==> src/rtl/fts_pkg.sv <==
package fts_pkg;
    typedef enum logic [2:0] {
        ST_COPY   = 3'd0,
        ST_GAP    = 3'd1,
        ST_FETCH  = 3'd2,
        ST_TAIL   = 3'd3,
        ST_XFETCH = 3'd4
    } fts_state_t;
endpackage

==> src/rtl/fts_pos_counter.sv <==
module fts_pos_counter #(
    parameter int FRAME = 14934,
    localparam int CW = $clog2(FRAME)
) (
    input  logic          clk,
    input  logic          rst_n,
    output logic [CW-1:0] pos,
    output logic          last
);
    assign last = (pos == CW'(FRAME - 1));

    always_ff @(posedge clk or negedge rst_n) begin
        if (!rst_n)    pos <= '0;
        else if (last) pos <= '0;
        else           pos <= pos + 1'b1;
    end

    a_r1_pos_in_range: assert property (@(posedge clk) disable iff (!rst_n)
        pos < CW'(FRAME));
endmodule

==> src/rtl/fts_window_calc.sv <==
module fts_window_calc #(
    parameter int CW       = 14,
    parameter int DLY_W    = 3,
    parameter int RW       = 4,
    parameter int BASE_ON  = 3933,
    parameter int BASE_OFF = 4043,
    parameter int DSTEP    = 114,
    parameter int RSTEP    = 912
) (
    input  logic [DLY_W-1:0] dly,
    input  logic [RW-1:0]    row,
    output logic [CW-1:0]    on_m1,
    output logic [CW-1:0]    off_m1
);
    localparam int SPAN = BASE_OFF - BASE_ON;
    logic [31:0] on_w;

    assign on_w   = 32'(BASE_ON) + 32'(DSTEP) * 32'(dly) + 32'(RSTEP) * 32'(row);
    assign on_m1  = CW'(on_w - 32'd1);
    assign off_m1 = CW'(on_w + 32'(SPAN) - 32'd1);
endmodule

==> src/rtl/fts_irq_stretch.sv <==
module fts_irq_stretch #(
    parameter int HOLD = 8,
    localparam int HW = $clog2(HOLD + 1)
) (
    input  logic clk,
    input  logic rst_n,
    input  logic trig,
    output logic irq_n
);
    logic [HW-1:0] left_q;

    always_ff @(posedge clk or negedge rst_n) begin
        if (!rst_n)              left_q <= '0;
        else if (trig)           left_q <= HW'(HOLD);
        else if (left_q != '0)   left_q <= left_q - 1'b1;
    end

    assign irq_n = (left_q == '0);

    a_r6_hold_two: assert property (@(posedge clk) disable iff (!rst_n)
        $fell(irq_n) |=> !irq_n);
endmodule

==> src/rtl/fts_frame_timer.sv <==
module fts_frame_timer #(
    parameter int FRAME    = 14934,
    parameter int SWITCH   = 3790,
    parameter int BASE_ON  = 3933,
    parameter int BASE_OFF = 4043,
    parameter int DSTEP    = 114,
    parameter int RSTEP    = 912,
    parameter int ROWS     = 12,
    parameter int XON      = 14877,
    parameter int HOLD     = 8,
    parameter int DLY_W    = 3
) (
    input  logic             clk,
    input  logic             rst_n,
    input  logic             disp_en,
    input  logic [DLY_W-1:0] vdelay,
    output logic             busrq_n,
    output logic             frame_irq_n,
    output logic             cpu_window
);
    import fts_pkg::*;

    localparam int CW = $clog2(FRAME);
    localparam int RW = $clog2(ROWS);

    logic [CW-1:0]    pos;
    logic             wrap;
    logic [CW-1:0]    on_m1, off_m1;
    logic [RW-1:0]    row_q;
    logic [DLY_W-1:0] dly_q;
    logic             en_q;
    logic             last_row;
    fts_state_t       st, nxt;

    fts_pos_counter #(.FRAME(FRAME)) u_pos (
        .clk(clk), .rst_n(rst_n), .pos(pos), .last(wrap)
    );

    fts_window_calc #(
        .CW(CW), .DLY_W(DLY_W), .RW(RW), .BASE_ON(BASE_ON),
        .BASE_OFF(BASE_OFF), .DSTEP(DSTEP), .RSTEP(RSTEP)
    ) u_calc (
        .dly(dly_q), .row(row_q), .on_m1(on_m1), .off_m1(off_m1)
    );

    fts_irq_stretch #(.HOLD(HOLD)) u_irq (
        .clk(clk), .rst_n(rst_n), .trig(wrap), .irq_n(frame_irq_n)
    );

    assign last_row = (row_q == RW'(ROWS - 1));

    // Frame-start capture of the delay and enable
    always_ff @(posedge clk or negedge rst_n) begin
        if (!rst_n) begin
            dly_q <= '0;
            en_q  <= 1'b0;
        end else if (wrap) begin
            dly_q <= vdelay;
            en_q  <= disp_en;
        end
    end

    // Row index advances as each fetch closes
    always_ff @(posedge clk or negedge rst_n) begin
        if (!rst_n)                                  row_q <= '0;
        else if (wrap)                               row_q <= '0;
        else if (st == ST_FETCH && pos == off_m1 && !last_row)
                                                     row_q <= row_q + 1'b1;
    end

    // State register
    always_ff @(posedge clk or negedge rst_n) begin
        if (!rst_n) st <= ST_COPY;
        else        st <= nxt;
    end

    // Next-state logic
    always_comb begin
        nxt = st;
        if (wrap) begin
            nxt = ST_COPY;
        end else begin
            unique case (st)
                ST_COPY:   if (pos == CW'(SWITCH - 1)) nxt = ST_GAP;
                ST_GAP:    if (en_q && pos == on_m1) nxt = ST_FETCH;
                ST_FETCH:  if (pos == off_m1) nxt = last_row ? ST_TAIL : ST_GAP;
                ST_TAIL:   if (en_q && dly_q == '0 && pos == CW'(XON - 1))
                               nxt = ST_XFETCH;
                ST_XFETCH: nxt = ST_XFETCH;
                default:   nxt = ST_COPY;
            endcase
        end
    end

    // Outputs decoded from the state
    always_comb begin
        busrq_n    = 1'b1;
        cpu_window = 1'b0;
        unique case (st)
            ST_COPY:   cpu_window = 1'b1;
            ST_FETCH:  busrq_n    = 1'b0;
            ST_XFETCH: busrq_n    = 1'b0;
            default:   ;
        endcase
    end

    a_r2_no_request_in_window: assert property (@(posedge clk) disable iff (!rst_n)
        !busrq_n |-> !cpu_window);
    a_r3_release_on_close: assert property (@(posedge clk) disable iff (!rst_n)
        $rose(busrq_n) |-> ($past(pos) == $past(off_m1) || $past(wrap)));
    a_r5_extra_only_zero_delay: assert property (@(posedge clk) disable iff (!rst_n)
        st == ST_XFETCH |-> dly_q == '0);
    a_r6_irq_at_frame_start: assert property (@(posedge clk) disable iff (!rst_n)
        $fell(frame_irq_n) |-> $past(wrap));
    a_r7_disabled_quiet: assert property (@(posedge clk) disable iff (!rst_n)
        !en_q |-> busrq_n);
endmodule

==> config.mk <==
export PLATFORM = sky130hd
export DESIGN_NAME = fts_frame_timer
export DESIGN_NICKNAME = d
export VERILOG_FILES = /design/src/rtl/fts_pkg.sv /design/src/rtl/fts_pos_counter.sv /design/src/rtl/fts_window_calc.sv /design/src/rtl/fts_irq_stretch.sv /design/src/rtl/fts_frame_timer.sv
export SDC_FILE = /design/constraint.sdc
export NUM_CORES = 1
export LEC_CHECK = 0
export BUFFER_PORTS_ARGS = -buffer_cell sky130_fd_sc_hd__buf_2
export CAP_MARGIN = 20
export CORE_AREA = 10 10 114 142
export DETAILED_ROUTE_END_ITERATION = 8
export DIE_AREA = 0 0 124 152
export HOLD_SLACK_MARGIN = 0.12
export PLACE_DENSITY = 0.35
export SYNTH_ARGS = -nofsm -noshare
export SYNTH_HDL_FRONTEND = slang
export SYNTH_SLANG_ARGS = --single-unit
==> constraint.sdc <==
create_clock -name clk -period 7.85 [get_ports clk]
set_input_delay 0.3925 -clock clk [delete_from_list [all_inputs] [get_ports clk]]
set_output_delay 0.3925 -clock clk [all_outputs]
set_load 0.02 [all_outputs]
Yosys cells after proc, flatten, opt, wreduce, memory -nomap -nowiden
Cells that the tools add are included.
{ "totals": {"out_inout_bits": 3, "input_bits": 6, "register_bits": 29, "word_cells": 58} }
{ "op_classes": {"multipliers": 2, "reduce_logical": 14, "n_eq_ne": 14, "add_sub_neg": 8, "muxes": 14} }
{ "op_table": {"columns": ["cell", "count"], "rows": [
  ["equality test 14 bit", 2],
  ["equality test 14 bit, second input constant", 2],
  ["subtractor 14 x 1 -> 14 bit, second input constant", 2],
  ["2-to-1 mux 4 bit", 4],
  ["2-to-1 mux 3 bit", 5],
  ["case mux 3 bit (5 select lines)", 1],
  ["adder 14 x 1 -> 14 bit, second input constant", 1],
  ["adder 14 bit", 1],
  ["adder 14 x 7 -> 14 bit, second input constant", 1],
  ["equality test 14 x 12 -> 1 bit, second input constant", 1],
  ["2-to-1 mux 14 bit", 1],
  ["adder 12 x 10 -> 13 bit, first input constant", 1],
  ["multiplier 6 x 4 -> 10 bit, first input constant", 1],
  ["multiplier 6 x 3 -> 9 bit, first input constant", 1],
  ["!= test 3 x 2 -> 1 bit, second input constant", 3],
  ["equality test 3 x 2 -> 1 bit, second input constant", 2],
  ["zero test 3 bit", 2],
  ["logical AND 1 bit", 5],
  ["adder 4 x 1 -> 4 bit, second input constant", 1],
  ["equality test 4 bit, second input constant", 1],
  ["zero test 4 bit", 1],
  ["AND reduction 4 bit", 1],
  ["nonzero test 2 bit", 2],
  ["nonzero test 4 bit", 1],
  ["other kinds (8)", 9]
]} }

Longest topological paths before layout
{ "logic_depth": {"word_depth": 10, "mapped_depth": 19, "ltp_nobuf": 18} }

Hierarchy
From an unflattened synthesis, not the netlist that was laid out.
{ "unflattened": {"cells_unflattened": 360, "area_unflattened_um2": 3310.7} }
{ "by_module_without_submodules": {"columns": ["mod", "seq_area_each_um2", "cells_each", "area_per_inst_um2", "instances"], "rows": [
  ["fts_window_calc", 0.0, 176, 1450.1, 1],
  ["fts_frame_timer", 275.3, 101, 955.9, 1],
  ["fts_pos_counter", 350.3, 62, 685.7, 1],
  ["fts_irq_stretch", 100.1, 21, 219.0, 1]
]} }

Least setup slack after synthesis
OpenSTA, ideal clock, no wires.
{ "synth_timing": {"path_type": "reg2reg", "startpoint": "reg dly_q[1]", "endpoint": "reg row_q[3]", "setup_time_ns": 0.077, "n_path_buf": 1, "t_required_ns": 7.773, "t_arrival_ns": 4.713, "setup_slack_ns": 3.059, "period_less_slack_ns": 4.791, "stages_incl_launch_ff": 20, "path_cell_list": "dfrtp_1 fa_1 ha_1 fa_1 o21ai_0 nand2_1 o21ai_0 o21ai_0 o211ai_1 ha_1 buf_2 and3b_2 a211oi_1 and4_1 o211a_1 o211a_1 o32ai_1 nand4b_4 or4_1 a21oi_1"} }
{ "synth_via": {"elab_chain_len": 9} }
{ "synth_rtl": {"columns": ["element", "line", "text"], "rows": [
  ["from (decl)", "fts_frame_timer.sv:30", "logic [DLY_W-1:0] dly_q;"],
  ["from (signal assigned)", "fts_frame_timer.sv:58", "dly_q <= vdelay;"],
  ["multiplier 6 x 3 -> 9 bit", "fts_window_calc.sv:18", "assign on_w = 32'(BASE_ON) + 32'(DSTEP) * 32'(dly) + 32'(RSTEP) * 32'(row);"],
  ["adder 12 x 10 -> 13 bit", "fts_window_calc.sv:18", null],
  ["adder 14 bit", "fts_window_calc.sv:18", null],
  ["adder 14 x 7 -> 14 bit", "fts_window_calc.sv:20", "assign off_m1 = CW'(on_w + 32'(SPAN) - 32'd1);"],
  ["subtractor 14 x 1 -> 14 bit", "fts_window_calc.sv:20", null],
  ["equality test 14 bit", "fts_frame_timer.sv:67", "else if (st == ST_FETCH && pos == off_m1 && !last_row)"],
  ["logical AND 1 bit (2 in a row)", "fts_frame_timer.sv:67", null],
  ["nonzero test 2 bit (no line)", null, null],
  ["to (signal assigned)", "fts_frame_timer.sv:68", "row_q <= row_q + 1'b1;"],
  ["to (decl)", "fts_frame_timer.sv:29", "logic [RW-1:0] row_q;"]
]} }
No other way between the ends.
A chain may end at the register's enable or synchronous reset.

Final worst setup path
Same ends and word-level chain as after synthesis.

==> run_results.csv <==
group,metric,value,unit
synth,ys_warn_count,0,
power_and_ir_drop,powerDensity,105,nW/µm²
cts,post-cts-setup-buffer-count,0,
sta,max_freq,0.186,GHz
sta,setup_ws,2470,ps
sta,rsz0062_at_grt,"no",
power_and_ir_drop,vdd_drop_max,117,µV
place,place_ws,2520,ps
global_route,antenna_found_initial,0,
sta,fin_skew,5.93,ps
global_route,grt_max_degree,30,
sta,finalCritPeriodShare,0.685,
worst_setup_path,worst_r2r_path_depth,18,
cts,clk_latency,290,ps
worst_setup_path,path_class,"flop to flop",
synth,ys_seq_elements,29,
floorplanning,fp.dieH,152,µm
place,placed_area,3500,µm²
synth,async_flop_share,1.00,
finish,drive_gt1_frac,0.0805,
cts,cts.root.buffer_cell,"clkbuf_16",
place,hpwl,6920,µm
worst_setup_path,startpoint_type,"flop",
job,drv_cap,0,
floorplanning,core,13500,µm²
worst_setup_path,endpoint_kind,"flop",
detailed_routing,routed_wl,8480,µm
worst_setup_path,cp_top_family,"compound AO/OA/AOI/OAI gates",
cts,cts.sinks,29,
place,port_buffers,8,
detailed_routing,final_antenna_net_count,0,
sta,tightest_slew,696,ps
worst_setup_path,critPathBufInv,1,
worst_setup_path,crit_path_cell_trace,"inv_1 > ha_1 > fa_1 > o21ai_0 > nand2_1 > o21ai_0 > o21ai_0 > o211ai_1 > ha_1 > and3b_2 > a211oi_1 > a31oi_1 > a211oi_1 > o211a_1 > o32ai_1 > nand4b_4 > or4_1 > a21oi_1",
global_route,grt_pass1_wl,14400,µm
cts,cts-resized-gates,0,
detailed_routing,drc_errors,0,
synth,synth.distinct_cells,61,
global_route,grt_pass1_vias,2701,
worst_setup_path,cpPeakStageDelay,600,ps
finish,diodes,0,
cts,clk_pin_slew,60,ps
sta,drv_slew,0,
worst_setup_path,worstPathRequired,8060,ps
synth,synth_seq_area_share,0.221,
worst_setup_path,r2r-start,"dly_q[1]$_DFFE_PN0N_",
synth,ys.flop_type,"dfrtp_1",
finish,fin_nets,436,
global_route,grt_use_total,0.0955,
synth,syn-cell-area,3280,µm²
worst_setup_path,rrSetupSlack,2470,ps
detailed_routing,drt-initial-drc-count,83,
sta,maxSlewHeadroom,0.536,
worst_setup_path,cp.arrival,5590,ps
floorplanning,die_area,18800,µm²
worst_setup_path,crit_path_frequent_cell,"o21ai_0",
finish,syn_to_final_growth,11.8,%
sta,setup_viol_count_final,0,
worst_setup_path,crit_path_max_fanout,11,
synth,synth_edf_count,0,
floorplanning,pin_count,9,
worst_setup_path,crit_cells,18,
finish,fin_area,3670,µm²
floorplanning,initial_utilization,0.243,
sta,hold_viol,0,
global_route,grt-ovfl-total,0,
min_path,min_path_type,"input port to asynchronous set/reset pin",
detailed_routing,dr_total_vias,2634,
floorplanning,die_w,124,µm
finish,fillers,1433,
detailed_routing,viasPerCell,4.70,
cts,cts_hold_buf,0,
worst_setup_path,reg2reg_to,"row_q[3]$_DFFE_PN0P_",
cts,cts_tree,"yes",
sta,min_period,5380,ps
synth,syn_nets,432,
floorplanning,rows,48,
status,status,"finished, final reports clean",
cts,numCtsBuffers,5,
cts,clock_path_buffers,2,
sta,tns,0,ps
synth,synthCells,380,
synth,synth_area_per_cell,8.64,µm²
power_and_ir_drop,cellLeakagePower,1.60,nW
cts,h-tree-depth,2,
place,place.gp.congestion,0.794,
detailed_routing,drt_pass1_iterations,4,
worst_setup_path,cp_slowest_cell,"fa_1",
detailed_routing,wl_per_cell,15.1,µm
-- per-stage QoR --
step	total power, W	hold WS (ps)	instances	utilization
floorplan	0.000152	96.9	380	-
global placement	0.000157	493	552	0.259
detailed placement	0.000157	491	552	0.259
CTS	0.000390	185	560	0.272
global route	0.000395	203	560	0.272
finish	0.000386	148	560	0.272
-- synth_stat cells, drive strengths merged, types with 5 or more instances --
cell,number,area share
a211oi,5,0.011
a21oi,22,0.034
buf,7,0.012
clkbuf,5,0.0057
dfrtp,29,0.22
fa,7,0.043
ha,39,0.15
inv,29,0.033
nand2,28,0.032
nand2b,5,0.0095
nand3,13,0.023
nand4,7,0.013
nor2,28,0.032
nor2b,7,0.013
nor3,11,0.017
o211ai,6,0.015
o21ai,18,0.027
xnor2,35,0.093
xor2,14,0.037
-- cell usage in the layout (no fill, tap or decap), drive strengths merged, types with 5 or more instances in the layout --
master	netlist	final
xor2	14	14
buf	7	9
dfrtp	29	29
nand4	7	7
nand3	13	13
a21oi	22	22
o211ai	6	6
inv	29	29
nor2b	7	7
a211oi	5	5
nor2	28	28
xnor2	35	35
nand2	28	28
fa	7	7
o21ai	18	18
nand2b	5	5
nor3	11	11
clkbuf	5	7
ha	39	39
-- worst max-delay path by stage --
stage                               from              endpoint  slack [ps]
floorplan           dly_q[1]$_DFFE_PN0N_  row_q[3]$_DFFE_PN0P_        3060
global placement    dly_q[1]$_DFFE_PN0N_  row_q[3]$_DFFE_PN0P_        2650
detailed placement  dly_q[1]$_DFFE_PN0N_  row_q[3]$_DFFE_PN0P_        2520
CTS                 dly_q[1]$_DFFE_PN0N_  row_q[3]$_DFFE_PN0P_        2480
global route        dly_q[1]$_DFFE_PN0N_  row_q[3]$_DFFE_PN0P_        2010
finish              dly_q[1]$_DFFE_PN0N_  row_q[3]$_DFFE_PN0P_        2470
-- power by group --
group	leakage, nW	internal [W]	switching, W
Sequential	0.375	0.000150	0
Clock	0.0841	0.000159	0.0000740
Combinational	1.14	0.000000884	0.00000331
-- final cells by class --
class / instances / area (µm²) / share of cell area
inverters: 30 / 113 / 0.0307
multi-input cells: 309 / 2390 / 0.652
clock buffers: 7 / 143 / 0.0389
clock inverters: 1 / 30.0 / 0.00818
well taps: 175 / 219 / 0.0596
repair buffers: 9 / 47.5 / 0.0130
flip-flops and latches: 29 / 726 / 0.198
-- routing by layer --
layer,vias to the layer above,track usage,share of wire
li1,1345,-,-
met1,1265,0.115,0.45
met2,15,0.164,0.51
met3,9,0.0163,0.014
met4,0,0.0346,0.020
met5,-,0,0
-- state kept, by name, summed over array words and instances, names as in the netlist --
register,cells
u_pos.pos,14
row_q,4
u_irq.left_q,4
dly_q,3
st,3
en_q,1
-- cells by family (layout without fill, tap and decap cells) --
family                     after synthesis  after routing  share of synthesized area
AOI/OAI and AO/OA                       82             82                      0.171
xor gates and xnor gates                51             51                      0.144
adders and majority gates               46             46                      0.191
buffers and inverters                   42             47                     0.0522
DFF                                     29             29                      0.221
muxes                                    5              5                     0.0164
and+or+nand+nor                        125            125                      0.204
Power figures use the tool's default switching activity.
